==> config.mk <==
export PLATFORM = sky130hd
export DESIGN_NAME = muldiv_unit
export DESIGN_NICKNAME = d
export VERILOG_FILES = /design/src/rtl/muldiv_pkg.sv /design/src/rtl/muldiv_ctrl.sv /design/src/rtl/muldiv_mul_step.sv /design/src/rtl/muldiv_div_step.sv /design/src/rtl/muldiv_unit.sv
export SDC_FILE = /design/constraint.sdc
export NUM_CORES = 1
export LEC_CHECK = 0
export ABC_AREA = 1
export BUFFER_PORTS_ARGS = -buffer_cell sky130_fd_sc_hd__buf_2
export CORE_UTILIZATION = 43
export DETAILED_ROUTE_END_ITERATION = 16
export SLEW_MARGIN = 10
export SYNTH_ARGS = -nofsm -noshare
export SYNTH_HDL_FRONTEND = slang
export SYNTH_HIERARCHICAL = 1
export SYNTH_SLANG_ARGS = --single-unit
==> constraint.sdc <==
create_clock -name clk -period 7.85 [get_ports clk]
set_input_delay 0.785 -clock clk [delete_from_list [all_inputs] [get_ports clk]]
set_output_delay 0.785 -clock clk [all_outputs]
set_load 0.03 [all_outputs]
==> src/rtl/muldiv_pkg.sv <==
package muldiv_pkg;
  typedef enum logic [1:0] {
    MD_IDLE = 2'd0,
    MD_PREP = 2'd1,
    MD_LOOP = 2'd2,
    MD_FIN  = 2'd3
  } md_state_e;
endpackage

==> src/rtl/muldiv_ctrl.sv <==
module muldiv_ctrl
  import muldiv_pkg::*;
#(
  parameter int WW = 16
) (
  input  logic clk,
  input  logic rst_n,
  input  logic start,
  input  logic word_sel,
  output logic cap_en,
  output logic prep_en,
  output logic loop_en,
  output logic fin_en,
  output logic done
);
  localparam int CW = $clog2(WW) + 1;
  localparam logic [CW-1:0] LAST_W = CW'(WW - 1);
  localparam logic [CW-1:0] LAST_B = CW'(WW / 2 - 1);

  md_state_e     st_q, st_d;
  logic [CW-1:0] cnt_q, cnt_d;
  logic          done_q, done_d;

  always_comb begin
    st_d   = st_q;
    cnt_d  = cnt_q;
    done_d = 1'b0;
    case (st_q)
      MD_IDLE: if (start) st_d = MD_PREP;
      MD_PREP: begin
        st_d  = MD_LOOP;
        cnt_d = '0;
      end
      MD_LOOP: begin
        cnt_d = cnt_q + 1'b1;
        if (cnt_q == (word_sel ? LAST_W : LAST_B)) st_d = MD_FIN;
      end
      MD_FIN: begin
        st_d   = MD_IDLE;
        done_d = 1'b1;
      end
      default: st_d = MD_IDLE;
    endcase
  end

  always_ff @(posedge clk or negedge rst_n) begin
    if (!rst_n) begin
      st_q   <= MD_IDLE;
      cnt_q  <= '0;
      done_q <= 1'b0;
    end else begin
      st_q   <= st_d;
      cnt_q  <= cnt_d;
      done_q <= done_d;
    end
  end

  assign cap_en  = (st_q == MD_IDLE) && start;
  assign prep_en = (st_q == MD_PREP);
  assign loop_en = (st_q == MD_LOOP);
  assign fin_en  = (st_q == MD_FIN);
  assign done    = done_q;
endmodule

==> src/rtl/muldiv_mul_step.sv <==
module muldiv_mul_step #(
  parameter int WW = 16
) (
  input  logic [2*WW-1:0] prod_i,
  input  logic [2*WW-1:0] mcand_i,
  input  logic [WW-1:0]   mplr_i,
  output logic [2*WW-1:0] prod_o,
  output logic [2*WW-1:0] mcand_o,
  output logic [WW-1:0]   mplr_o
);
  always_comb begin
    prod_o  = mplr_i[0] ? (prod_i + mcand_i) : prod_i;
    mcand_o = mcand_i << 1;
    mplr_o  = mplr_i >> 1;
  end
endmodule

==> src/rtl/muldiv_div_step.sv <==
module muldiv_div_step #(
  parameter int WW = 16
) (
  input  logic [WW-1:0] rem_i,
  input  logic [WW-1:0] dvd_i,
  input  logic [WW-1:0] dvs_i,
  input  logic [WW-1:0] quo_i,
  output logic [WW-1:0] rem_o,
  output logic [WW-1:0] dvd_o,
  output logic [WW-1:0] quo_o
);
  logic [WW:0] trial;
  logic [WW:0] diff;
  logic        fits;

  always_comb begin
    trial = {rem_i, dvd_i[WW-1]};
    diff  = trial - {1'b0, dvs_i};
    fits  = (trial >= {1'b0, dvs_i});
    rem_o = fits ? diff[WW-1:0] : trial[WW-1:0];
    dvd_o = dvd_i << 1;
    quo_o = {quo_i[WW-2:0], fits};
  end
endmodule

==> src/rtl/muldiv_unit.sv <==
module muldiv_unit #(
  parameter int WW = 16
) (
  input  logic          clk,
  input  logic          rst_n,
  input  logic          start,
  input  logic          op_div,
  input  logic          is_signed,
  input  logic          size_word,
  input  logic [WW-1:0] acc_hi,
  input  logic [WW-1:0] acc_lo,
  input  logic [WW-1:0] src,
  output logic [WW-1:0] res_hi,
  output logic [WW-1:0] res_lo,
  output logic          done,
  output logic          div_err
);
  localparam int HW = WW / 2;
  localparam int DW = 2 * WW;
  localparam logic [WW-1:0] SLIM_W = {1'b0, {(WW-1){1'b1}}};
  localparam logic [WW-1:0] SLIM_B = {{(HW+1){1'b0}}, {(HW-1){1'b1}}};

  // reset: asserted asynchronously, released through two flops
  logic [1:0] rsync_q;
  logic       rst_i_n;
  always_ff @(posedge clk or negedge rst_n) begin
    if (!rst_n) rsync_q <= 2'b00;
    else        rsync_q <= {rsync_q[0], 1'b1};
  end
  assign rst_i_n = rsync_q[1];

  logic cap_en, prep_en, loop_en, fin_en;

  // captured operation
  logic [WW-1:0] hi_q, lo_q, src_q;
  logic          div_q, sgn_q, word_q;

  muldiv_ctrl #(.WW(WW)) u_ctrl (
    .clk(clk), .rst_n(rst_i_n), .start(start), .word_sel(word_q),
    .cap_en(cap_en), .prep_en(prep_en), .loop_en(loop_en),
    .fin_en(fin_en), .done(done)
  );

  always_ff @(posedge clk or negedge rst_i_n) begin
    if (!rst_i_n) begin
      hi_q <= '0; lo_q <= '0; src_q <= '0;
      div_q <= 1'b0; sgn_q <= 1'b0; word_q <= 1'b0;
    end else if (cap_en) begin
      hi_q <= acc_hi; lo_q <= acc_lo; src_q <= src;
      div_q <= op_div; sgn_q <= is_signed; word_q <= size_word;
    end
  end

  // operand extension and magnitude
  logic [DW-1:0] a_ext, a_mag;
  logic [WW-1:0] b_ext, b_mag, hi_part;
  logic          a_neg, b_neg;

  always_comb begin
    b_neg = sgn_q && (size_word_sel(word_q) ? src_q[WW-1] : src_q[HW-1]);
    b_ext = word_q ? src_q : {{(WW-HW){b_neg}}, src_q[HW-1:0]};
    if (div_q && word_q) begin
      a_neg = sgn_q && hi_q[WW-1];
      a_ext = {hi_q, lo_q};
    end else if (div_q || word_q) begin
      a_neg = sgn_q && lo_q[WW-1];
      a_ext = {{WW{a_neg}}, lo_q};
    end else begin
      a_neg = sgn_q && lo_q[HW-1];
      a_ext = {{(DW-HW){a_neg}}, lo_q[HW-1:0]};
    end
    a_mag   = a_neg ? (~a_ext + 1'b1) : a_ext;
    b_mag   = b_neg ? (~b_ext + 1'b1) : b_ext;
    hi_part = word_q ? a_mag[DW-1:WW] : {{HW{1'b0}}, a_mag[WW-1:HW]};
  end

  function automatic logic size_word_sel(input logic w);
    return w;
  endfunction

  // iteration state
  logic [DW-1:0] prod_q, prod_d, mcand_q, mcand_d, prod_s, mcand_s;
  logic [WW-1:0] mplr_q, mplr_d, mplr_s;
  logic [WW-1:0] rem_q, rem_d, rem_s, dvd_q, dvd_d, dvd_s, quo_q, quo_d, quo_s;
  logic          pre_err_q, pre_err_d, negq_q, negq_d, negr_q, negr_d;

  muldiv_mul_step #(.WW(WW)) u_mul (
    .prod_i(prod_q), .mcand_i(mcand_q), .mplr_i(mplr_q),
    .prod_o(prod_s), .mcand_o(mcand_s), .mplr_o(mplr_s)
  );

  muldiv_div_step #(.WW(WW)) u_div (
    .rem_i(rem_q), .dvd_i(dvd_q), .dvs_i(b_mag), .quo_i(quo_q),
    .rem_o(rem_s), .dvd_o(dvd_s), .quo_o(quo_s)
  );

  always_comb begin
    prod_d = prod_q; mcand_d = mcand_q; mplr_d = mplr_q;
    rem_d = rem_q; dvd_d = dvd_q; quo_d = quo_q;
    pre_err_d = pre_err_q; negq_d = negq_q; negr_d = negr_q;
    if (prep_en) begin
      prod_d    = '0;
      mcand_d   = a_mag;
      mplr_d    = b_mag;
      quo_d     = '0;
      rem_d     = hi_part;
      dvd_d     = word_q ? a_mag[WW-1:0] : {a_mag[HW-1:0], {HW{1'b0}}};
      pre_err_d = (hi_part >= b_mag);
      negq_d    = a_neg ^ b_neg;
      negr_d    = a_neg;
    end else if (loop_en) begin
      if (div_q) begin
        rem_d = rem_s; dvd_d = dvd_s; quo_d = quo_s;
      end else begin
        prod_d = prod_s; mcand_d = mcand_s; mplr_d = mplr_s;
      end
    end
  end

  always_ff @(posedge clk or negedge rst_i_n) begin
    if (!rst_i_n) begin
      prod_q <= '0; mcand_q <= '0; mplr_q <= '0;
      rem_q <= '0; dvd_q <= '0; quo_q <= '0;
      pre_err_q <= 1'b0; negq_q <= 1'b0; negr_q <= 1'b0;
    end else if (prep_en || loop_en) begin
      prod_q <= prod_d; mcand_q <= mcand_d; mplr_q <= mplr_d;
      rem_q <= rem_d; dvd_q <= dvd_d; quo_q <= quo_d;
      pre_err_q <= pre_err_d; negq_q <= negq_d; negr_q <= negr_d;
    end
  end

  // sign fix, range check and destination mapping
  logic [DW-1:0] p_fix;
  logic [WW-1:0] q_fix, r_fix, res_hi_d, res_lo_d;
  logic          ovf, err_d;

  always_comb begin
    p_fix = negq_q ? (~prod_q + 1'b1) : prod_q;
    q_fix = negq_q ? (~quo_q + 1'b1) : quo_q;
    r_fix = negr_q ? (~rem_q + 1'b1) : rem_q;
    ovf   = pre_err_q || (sgn_q && (quo_q > (word_q ? SLIM_W : SLIM_B)));
    err_d = fin_en && div_q && ovf;
    if (!div_q) begin
      res_hi_d = word_q ? p_fix[DW-1:WW] : hi_q;
      res_lo_d = p_fix[WW-1:0];
    end else if (ovf) begin
      res_hi_d = hi_q;
      res_lo_d = lo_q;
    end else if (word_q) begin
      res_hi_d = r_fix;
      res_lo_d = q_fix;
    end else begin
      res_hi_d = hi_q;
      res_lo_d = {r_fix[HW-1:0], q_fix[HW-1:0]};
    end
  end

  always_ff @(posedge clk or negedge rst_i_n) begin
    if (!rst_i_n) begin
      res_hi  <= '0;
      res_lo  <= '0;
      div_err <= 1'b0;
    end else begin
      div_err <= err_d;
      if (fin_en) begin
        res_hi <= res_hi_d;
        res_lo <= res_lo_d;
      end
    end
  end
endmodule

==> impl_metrics.py <==
metrics = {
    "outcome": {
        "status": "complete, no violations",
    },
    "drt": {
        "wl_per_cell_um": 17.6,
        "dr_total_vias": 18380,
        "vias_per_cell": 5.28,
        "drt-pass1-iter-count": 5,
        "ant_nets": 0,
        "drt_wl_total_mm": 61.2,
        "drc": 0,
        "drt_iter0_drc": 1435,
    },
    "global_route": {
        "grt_max_degree": 167,
        "antenna_found_initial": 0,
        "grt_pass1_vias": 18006,
        "grt.overflow.total": 0,
        "grt_pass1_wl_mm": 97.7,
        "grt_usage": 0.280,
    },
    "sta": {
        "setup_violations": 0,
        "worst_slew_pin_slew_ns": 1.25,
        "clock_skew_ns": 0.0231,
        "hold_viol_final": 0,
        "tns_ns": 0,
        "period_share": 0.604,
        "fmax_mhz": 211,
        "grt_setup_unrepaired": "false",
        "fin_crit_ns": 4.74,
        "relSlewSlack": 0.169,
        "drv_slew": 0,
    },
    "critical_path": {
        "cp_top_family": "simple AND/OR/NAND/NOR gates",
        "path_max_fanout": 50,
        "cp.arrival_ns": 5.16,
        "crit_path_cell_trace": "buf_4 -> nand2_2 -> a21oi_4 -> nand2_2 -> o21ai_2 -> inv_2 -> nand3b_1 -> nand2_1 -> xor2_1 -> inv_1 -> ha_1 -> nand2_1 -> nor2_2 -> nand2_1 -> nor2_1 -> nor2_1 -> nand2_2 -> inv_2 -> nand2_1 -> nand2_1 -> nand3_1 -> o21ai_0 -> o21bai_1",
        "worst-path-buf-inv": 4,
        "criticalPathCategory": "reg2reg",
        "critPathMaxStageDelay_ns": 0.51,
        "start_kind": "register",
        "path_common_cell": "nand2_1",
        "cpMaxStageDelayCell": "buf_4",
        "end_kind": "register",
        "worstPathRequired_ns": 8.27,
    },
    "job": {
        "cap_violations": 0,
    },
    "synth": {
        "synth_warnings": 6,
        "syn_inst": 2921,
        "ys_seq_area_frac": 0.300,
        "synth_area_leaders": "dfrtp_1 (30%), nand2_1 (19%), inv_1 (7.5%)",
        "synth.distinct_cells": 57,
        "syn_area_per_cell_um2": 6.43,
        "synth_most_common_cell": "nand2_1",
        "ys_seq_elements": 225,
        "synth.top_cell.area_share": 0.300,
        "yosysTopAreaCell": "dfrtp_1",
        "ys_top_cells_by_count": "nand2_1 (970), inv_1 (376), dfrtp_1 (225)",
        "synth_edf_count": 0,
        "async_flop_share": 1.00,
        "synth_flop_cell": "dfrtp_1",
        "syn_area_um2": 18800,
    },
    "clocking": {
        "clock_path_buffers": 3,
        "cts_resized": 0,
        "cts.clk_slew.worst_paths_ns": 0.07,
        "cts_tree": "yes",
        "cts_hold_buf": 1,
        "clkSinkCount": 225,
        "root_buffer": "clkbuf_16",
        "postCtsSetupRepairBufs": 0,
        "htreeDepth": 1,
        "clk_latency_ns": 0.59,
        "numCtsBuffers": 28,
    },
    "finish": {
        "area_delta_synth_final_pct": 6.74,
        "fin_nets": 3015,
        "antennaDiodeCount": 0,
        "post_route_cells_drive_above_1_share": 0.0956,
    },
    "min_path": {
        "worst_hold_path_type": "reg2reg",
    },
    "placed_design": {
        "dpl.hpwl_mm": 47.0,
        "port_buffers": 87,
        "place_congestion": 0.940,
    },
    "floorplanning": {
        "design.core.area_um2": 43100,
        "die_area_um2": 44500,
        "die-width_um": 211,
        "start_util": 0.436,
        "io-pin-count": 88,
        "die_h_um": 211,
        "placementRows": 76,
    },
}
## per-stage QoR
stage	setup slack, ns	std cells	utilization	cell area (um^2)	hold slack (ns)
finish	3.11	3483	0.465	20000	0.348
global route	2.60	3483	0.465	20000	0.379
CTS	3.14	3483	0.465	20000	0.352
detailed placement	3.17	3430	0.442	19000	0.342
global placement	3.22	3430	0.442	19000	0.338
floorplan	1.12	2922	-	18800	0.331
## metal layers
layer / up-vias / wire, um / global-route usage
met3: 102 / 3850 / 0.0291
met4: 0 / 1640 / 0.0815
li1: 9076 / - / -
met2: 634 / 28300 / 0.468
met1: 8568 / 27400 / 0.382
met5: - / 0 / 0
## placed cells by master (no fill, tap or decap), types with 4 or more instances in the layout
| master | n |
|---|---|
| clkbuf_8 | 7 |
| clkbuf_1 | 4 |
| nand3_1 | 215 |
| inv_2 | 18 |
| a22o_1 | 13 |
| o21ai_2 | 4 |
| nor2_1 | 213 |
| o211ai_1 | 30 |
| clkbuf_16 | 28 |
| nor2_4 | 4 |
| nand3b_1 | 16 |
| nand2_2 | 35 |
| nand3_2 | 14 |
| nand2_1 | 970 |
| o31ai_1 | 5 |
| a31oi_1 | 5 |
| a21oi_1 | 127 |
| conb_1 | 4 |
| dfrtp_1 | 222 |
| o21ai_0 | 183 |
| xnor2_1 | 17 |
| ha_1 | 81 |
| o21bai_1 | 7 |
| inv_1 | 374 |
| nand4_1 | 21 |
| buf_4 | 14 |
| xor2_1 | 48 |
| nor2_2 | 13 |
| o21ai_1 | 22 |
| nor3_1 | 19 |
| buf_2 | 87 |
| clkinv_2 | 8 |
| or2_2 | 9 |
| o22ai_1 | 5 |
| mux2_2 | 9 |
## sequential cells by signal, indices dropped and copies added, names as in the netlist, 2 cells and up
| register | cells |
|---|---|
| res_hi | 16 |
| u_ctrl/cnt_q | 5 |
| rsync_q | 2 |
| rem_q | 16 |
| quo_q | 16 |
| res_lo | 16 |
| hi_q | 16 |
| mplr_q | 16 |
| mcand_q | 32 |
| u_ctrl/st_q | 2 |
| prod_q | 32 |
| src_q | 16 |
| dvd_q | 16 |
| lo_q | 16 |
## cells by family (layout without fill, tap and decap cells)
kind of cell	count (synthesis)	in the layout	synth area share
and+or+nand+nor	1543	1543	0.347
buffers and inverters	577	553	0.136
AOI/OAI and AO/OA	413	413	0.123
DFF	225	225	0.300
adders and majority gates	85	85	0.0575
xor gates and xnor gates	66	66	0.0312
muxes	9	9	0.00540
other	3	4	0.000600
## final timing paths
path | from | to | slack [ns] | cells past startpoint
max | word_q | rem_q[13] | 3.11 | 23
min | rsync_q[0] | rsync_q[1] | 0.35 | 0
max reg2reg | word_q | rem_q[13] | 3.11 | 23
min reg2reg | rsync_q[0] | rsync_q[1] | 0.35 | 0
max in group asynchronous | rsync_q[1] | hi_q[14] | 5.83 | 1
min in group asynchronous | rsync_q[1] | u_ctrl/done | 0.41 | 0
## area by class of cell
cell class / count / area [um^2]
well taps: 585 / 732
clock buffers: 39 / 812
inverters: 398 / 1500
flip-flops and latches: 225 / 5640
fillers: 4563 / 23000
clock inverters: 13 / 173
repair buffers: 103 / 571
multi-input cells: 2120 / 10600
Power is left out: the tool's default activity adds up to more than one toggle a clock period on the data nets, which glitch-free logic cannot reach.
